### src/rtl/cap_pkg.sv
package cap_pkg;

  typedef enum logic [1:0] {
    SEL_OFF  = 2'b00,
    SEL_RISE = 2'b01,
    SEL_FALL = 2'b10,
    SEL_BOTH = 2'b11
  } edge_sel_e;

  typedef struct packed {
    logic loadFirst;
    logic loadSecond;
    logic setFlag;
  } cap_strobe_t;

endpackage

### src/rtl/cap_sync.sv
module cap_sync #(
  parameter int STAGES = 2
) (
  input  logic clk,
  input  logic rstN,
  input  logic asyncIn,
  output logic syncOut
);
  logic [STAGES-1:0] chain;

  generate
    for (genvar i = 0; i < STAGES; i++) begin : g_stage
      if (i == 0) begin : g_first
        always_ff @(posedge clk or negedge rstN)
          if (!rstN) chain[0] <= 1'b0;
          else       chain[0] <= asyncIn;
      end else begin : g_next
        always_ff @(posedge clk or negedge rstN)
          if (!rstN) chain[i] <= 1'b0;
          else       chain[i] <= chain[i-1];
      end
    end
  endgenerate

  assign syncOut = chain[STAGES-1];
endmodule

### src/rtl/cap_ctrl.sv
module cap_ctrl
  import cap_pkg::*;
(
  input  logic        clk,
  input  logic        rstN,
  input  logic        syncLvl,
  input  logic [1:0]  edgeSel,
  input  logic        pairMode,
  input  logic        flagClr,
  output cap_strobe_t strb,
  output logic        flagQ
);
  edge_sel_e selNow;
  edge_sel_e selPrev;
  logic      histLvl;
  logic      histValid;
  logic      gotFirst;
  logic      restart;
  logic      riseSeen;
  logic      fallSeen;
  logic      qualify;

  assign selNow   = edge_sel_e'(edgeSel);
  assign restart  = (selPrev == SEL_OFF) && (selNow != SEL_OFF);
  assign riseSeen = histValid && syncLvl && !histLvl;
  assign fallSeen = histValid && !syncLvl && histLvl;

  always_comb begin
    unique case (selNow)
      SEL_RISE: qualify = riseSeen;
      SEL_FALL: qualify = fallSeen;
      SEL_BOTH: qualify = riseSeen || fallSeen;
      default:  qualify = 1'b0;
    endcase
    if (restart) qualify = 1'b0;
  end

  always_comb begin
    strb.loadFirst  = qualify && (!pairMode || !gotFirst);
    strb.loadSecond = qualify && pairMode && gotFirst;
    strb.setFlag    = qualify && (!pairMode || gotFirst);
  end

  // Edge history: dropped while disabled, reloaded on the first active cycle.
  always_ff @(posedge clk or negedge rstN) begin
    if (!rstN) begin
      selPrev   <= SEL_OFF;
      histLvl   <= 1'b0;
      histValid <= 1'b0;
    end else begin
      selPrev <= selNow;
      if (selNow == SEL_OFF) begin
        histValid <= 1'b0;
      end else begin
        histValid <= 1'b1;
        histLvl   <= syncLvl;
      end
    end
  end

  // Flag: enable-restart clears, then a set beats a software clear.
  always_ff @(posedge clk or negedge rstN) begin
    if (!rstN)             flagQ <= 1'b0;
    else if (restart)      flagQ <= 1'b0;
    else if (strb.setFlag) flagQ <= 1'b1;
    else if (flagClr)      flagQ <= 1'b0;
  end

  // Pair sequencing.
  always_ff @(posedge clk or negedge rstN) begin
    if (!rstN)                  gotFirst <= 1'b0;
    else if (restart || !pairMode) gotFirst <= 1'b0;
    else if (strb.loadFirst)    gotFirst <= 1'b1;
    else if (strb.loadSecond)   gotFirst <= 1'b0;
    else if (flagClr)           gotFirst <= 1'b0;
  end

  assert_no_flag_when_off_R6: assert property (@(posedge clk) disable iff (!rstN)
    $rose(flagQ) |-> ($past(edgeSel) != SEL_OFF));

  assert_enable_clears_flag_R11: assert property (@(posedge clk) disable iff (!rstN)
    ((selPrev == SEL_OFF) && (edgeSel != SEL_OFF)) |=> !flagQ);

  assert_lone_clear_R9: assert property (@(posedge clk) disable iff (!rstN)
    (flagClr && !strb.setFlag && (edgeSel != SEL_OFF || selPrev == SEL_OFF)) |=> !flagQ);
endmodule

### src/rtl/cap_datapath.sv
module cap_datapath
  import cap_pkg::*;
#(
  parameter int CNT_W = 32
) (
  input  logic             clk,
  input  logic             rstN,
  input  logic [CNT_W-1:0] countIn,
  input  cap_strobe_t      strb,
  output logic [CNT_W-1:0] firstQ,
  output logic [CNT_W-1:0] secondQ
);
  always_ff @(posedge clk or negedge rstN) begin
    if (!rstN) begin
      firstQ  <= '0;
      secondQ <= '0;
    end else begin
      if (strb.loadFirst)  firstQ  <= countIn;
      if (strb.loadSecond) secondQ <= countIn;
    end
  end

  assert_regs_hold_R6: assert property (@(posedge clk) disable iff (!rstN)
    (!strb.loadFirst && !strb.loadSecond) |=> ($stable(firstQ) && $stable(secondQ)));
endmodule

### src/rtl/edge_capture_unit.sv
module edge_capture_unit
  import cap_pkg::*;
#(
  parameter int CNT_W       = 32,
  parameter int SYNC_STAGES = 2
) (
  input  logic             clk,
  input  logic             rstN,
  input  logic [CNT_W-1:0] countIn,
  input  logic             eventIn,
  input  logic [1:0]       edgeSel,
  input  logic             pairMode,
  input  logic             flagClr,
  output logic [CNT_W-1:0] capFirst,
  output logic [CNT_W-1:0] capSecond,
  output logic             capFlag
);
  logic        syncLvl;
  cap_strobe_t strb;

  cap_sync #(.STAGES(SYNC_STAGES)) sync_i (
    .clk(clk), .rstN(rstN), .asyncIn(eventIn), .syncOut(syncLvl)
  );

  cap_ctrl ctrl_i (
    .clk(clk), .rstN(rstN), .syncLvl(syncLvl), .edgeSel(edgeSel),
    .pairMode(pairMode), .flagClr(flagClr), .strb(strb), .flagQ(capFlag)
  );

  cap_datapath #(.CNT_W(CNT_W)) dp_i (
    .clk(clk), .rstN(rstN), .countIn(countIn), .strb(strb),
    .firstQ(capFirst), .secondQ(capSecond)
  );

  assert_pair_flag_needs_second_R8: assert property (@(posedge clk) disable iff (!rstN)
    ($rose(capFlag) && $past(pairMode)) |-> $past(strb.loadSecond));

  assert_single_never_second_R7: assert property (@(posedge clk) disable iff (!rstN)
    !pairMode |-> !strb.loadSecond);
endmodule

### config.mk
export PLATFORM = sky130hd
export DESIGN_NAME = edge_capture_unit
export DESIGN_NICKNAME = d
export VERILOG_FILES = /design/src/rtl/cap_pkg.sv /design/src/rtl/cap_sync.sv /design/src/rtl/cap_ctrl.sv /design/src/rtl/cap_datapath.sv /design/src/rtl/edge_capture_unit.sv
export SDC_FILE = /design/constraint.sdc
export NUM_CORES = 1
export LEC_CHECK = 0
export CAP_MARGIN = 20
export CELL_PAD_IN_SITES_DETAIL_PLACEMENT = 1
export CELL_PAD_IN_SITES_GLOBAL_PLACEMENT = 2
export CORE_MARGIN = 2
export CORE_UTILIZATION = 34
export CTS_BUF_LIST = sky130_fd_sc_hd__clkbuf_8 sky130_fd_sc_hd__clkbuf_16
export CTS_CLUSTER_SIZE = 30
export DETAILED_ROUTE_END_ITERATION = 8
export PLACE_DENSITY = 0.82
export SLEW_MARGIN = 10
export SYNTH_ARGS = -nofsm -noshare
export SYNTH_HDL_FRONTEND = slang
export SYNTH_HIERARCHICAL = 1
export SYNTH_SLANG_ARGS = --single-unit
### constraint.sdc
create_clock -name clk -period 2.5 [get_ports clk]
set_input_delay 0.75 -clock clk [delete_from_list [all_inputs] [get_ports clk]]
set_output_delay 0.75 -clock clk [all_outputs]
set_load 0.02 [all_outputs]
==> results.tsv <==
metric	value	unit
outcome	complete, no violations	
setup_viol	0	
p_per_area	844.5	nW/um^2
diodes	0	
fmax	442.5	MHz
start_util	34.88	%
grt_pass1_wl	10790	um
io_pins	104	
min_path_type	in2async	
tightest_slew	0.3395	ns
drtIter0Drc	31	
first_global_vias	2028	
finalHoldViolCount	0	
overflow	0	
die_area	9673	um^2
r2r_setup_slack	0.75	ns
antenna_found_initial	0	
dp_hpwl	4923	um
die_w	98.35	um
r2r-end	dp_i/secondQ[14]	
nFillCells	856	
area_delta_synth_final	46.75	%
wl_per_cell	16.94	um
cts_buffers	9	
die_height	98.35	um
path_max_fanout	13	
cts_sinks	72	
power.leakage	0.001970	uW
use_met3	4.366	%
irDropWorstVdd	0.0003902	V
io_buffers	103	
clkTransAtPathRegs	0.08	ns
met2_usage	21.14	%
drive_gt1_share	35.76	%
place_congestion	0.7204	
min_period_over_period	90.40	%
drcViolationCount	0	
slowest_stage	clkdlybuf4s50_1	
post_cts_resized	0	
met1_usage	19.57	%
rsz0062_at_grt	no	
vias	1785	
r2r_start	ctrl_i/selPrev[1]	
track_usage	14.20	%
cts_hold_buf	0	
ant_nets	0	
crit_chain	clkdlybuf4s50_1 -> and3b_1 -> o21ai_4 -> nor3b_2 -> buf_4 -> mux2_2	
final.setup.worst_slack	0.2399	ns
postCtsSetupRepairBufs	0	
layout.cells.non_filler	396	
dp_cells	380	
cts_tree	done	
drt-total-wl	6709	um
htreeDepth	3	
cp.arrival	2.49	ns
syn-num-nets	201	
drv_cap	0	
drv_slew	0	
root_buffer	clkbuf_8	
required	2.73	ns
firstDrtPassIters	4	
synth_cells	162	
vias_per_cell	4.508	
finalClockSkew	0.009229	ns
syn_area	3027	um^2
grt_max_degree	39	
clock_path_buffers	2	
r2r_cells	6	
pre_cts_slack	-0.1307	ns
slowest_delay	0.51	ns
top_usage_layer	met2	
clk_latency	0.34	ns
slew_headroom	77.37	%
path_class	in2reg	
critPathCaptureType	register	
synth.avg_cell_area	18.68	um^2
rows	34	
core_area	8678	um^2
crit_path_start_kind	input port	
final_nets	322	
ys_warn_count	6	
finalCriticalPeriod	2.260	ns
power	3751	uW
## report_power, final
| group | internal (uW) | switching, uW | total, uW |
|---|---|---|---|
| Sequential | 1400 | 146 | 1550 |
| Combinational | 763 | 536 | 1300 |
| Clock | 460 | 443 | 903 |
## worst max-delay path by stage
stage                           from              end  depth (start not counted)
after floorplan           edgeSel[1]   dp_i/firstQ[0]                          6
after global placement    edgeSel[1]  dp_i/firstQ[29]                          6
after detailed placement  edgeSel[1]  dp_i/firstQ[29]                          6
after CTS                 edgeSel[1]  dp_i/firstQ[31]                          6
after global routing      edgeSel[1]  dp_i/firstQ[31]                          6
final                     edgeSel[1]  dp_i/firstQ[29]                          6
## layer usage
metal / part of all wire, % / vias up
met1: 46 / 901
met5: 0 / -
met2: 45 / 71
met4: 1.2 / 0
met3: 7.0 / 9
li1: - / 804
## cell type report
class                      instances  area (um^2)  area share (%)
clock buffer                       9        123.9           2.789
multi-input combinational         80         1085           24.42
tap                              108        135.1           3.042
timing repair buffer             118         1216           27.38
sequential                        72         1802           40.56
inverter                           2        7.507          0.1690
clock inverter                     7        72.57           1.634
## state kept, by name, indices dropped and copies added, names as in the netlist
| name | flops |
|---|---|
| ctrl_i/selPrev | 2 |
| dp_i/firstQ | 32 |
| dp_i/secondQ | 32 |
| ctrl_i/histValid | 1 |
| sync_i/chain | 1 |
| ctrl_i/histLvl | 1 |
| sync_i/syncOut | 1 |
| ctrl_i/gotFirst | 1 |
| ctrl_i/flagQ | 1 |
## critical path, delay by kind of cell
kind	cells	cell delay (ns)
simple gates	2	0.46
mux	1	0.36
compound gates	1	0.09
buf+inv	2	0.81
## per-stage QoR
| stage | TNS, ns | cell area (um^2) | hold WS (ns) | utilization [%] |
|---|---|---|---|---|
| global placement | -0.8478 | 4245 | 0.3361 | 48.92 |
| detailed placement | -4.816 | 4245 | 0.3405 | 48.92 |
| finish | 0 | 4442 | 0.2296 | 51.18 |
| CTS | 0 | 4442 | 0.2147 | 51.18 |
| global route | 0 | 4442 | 0.2151 | 51.18 |
| floorplan | 0 | 3027 | 0.3312 | - |
## placed cells by master, fill, tap and decap left out, drive strengths merged
cell,n
o31ai,1
o2111ai,1
or2,1
inv,2
mux2,65
nor2,2
clkinvlp,2
nor2b,1
dfrtp,72
clkinv,4
clkdlybuf4s50,102
nor3b,1
o21ai,2
and3b,2
clkbuf,9
nand2,1
bufinv,1
nor3,1
o211ai,1
buf,16
mux2i,1
(Power assumes the default switching activity.)
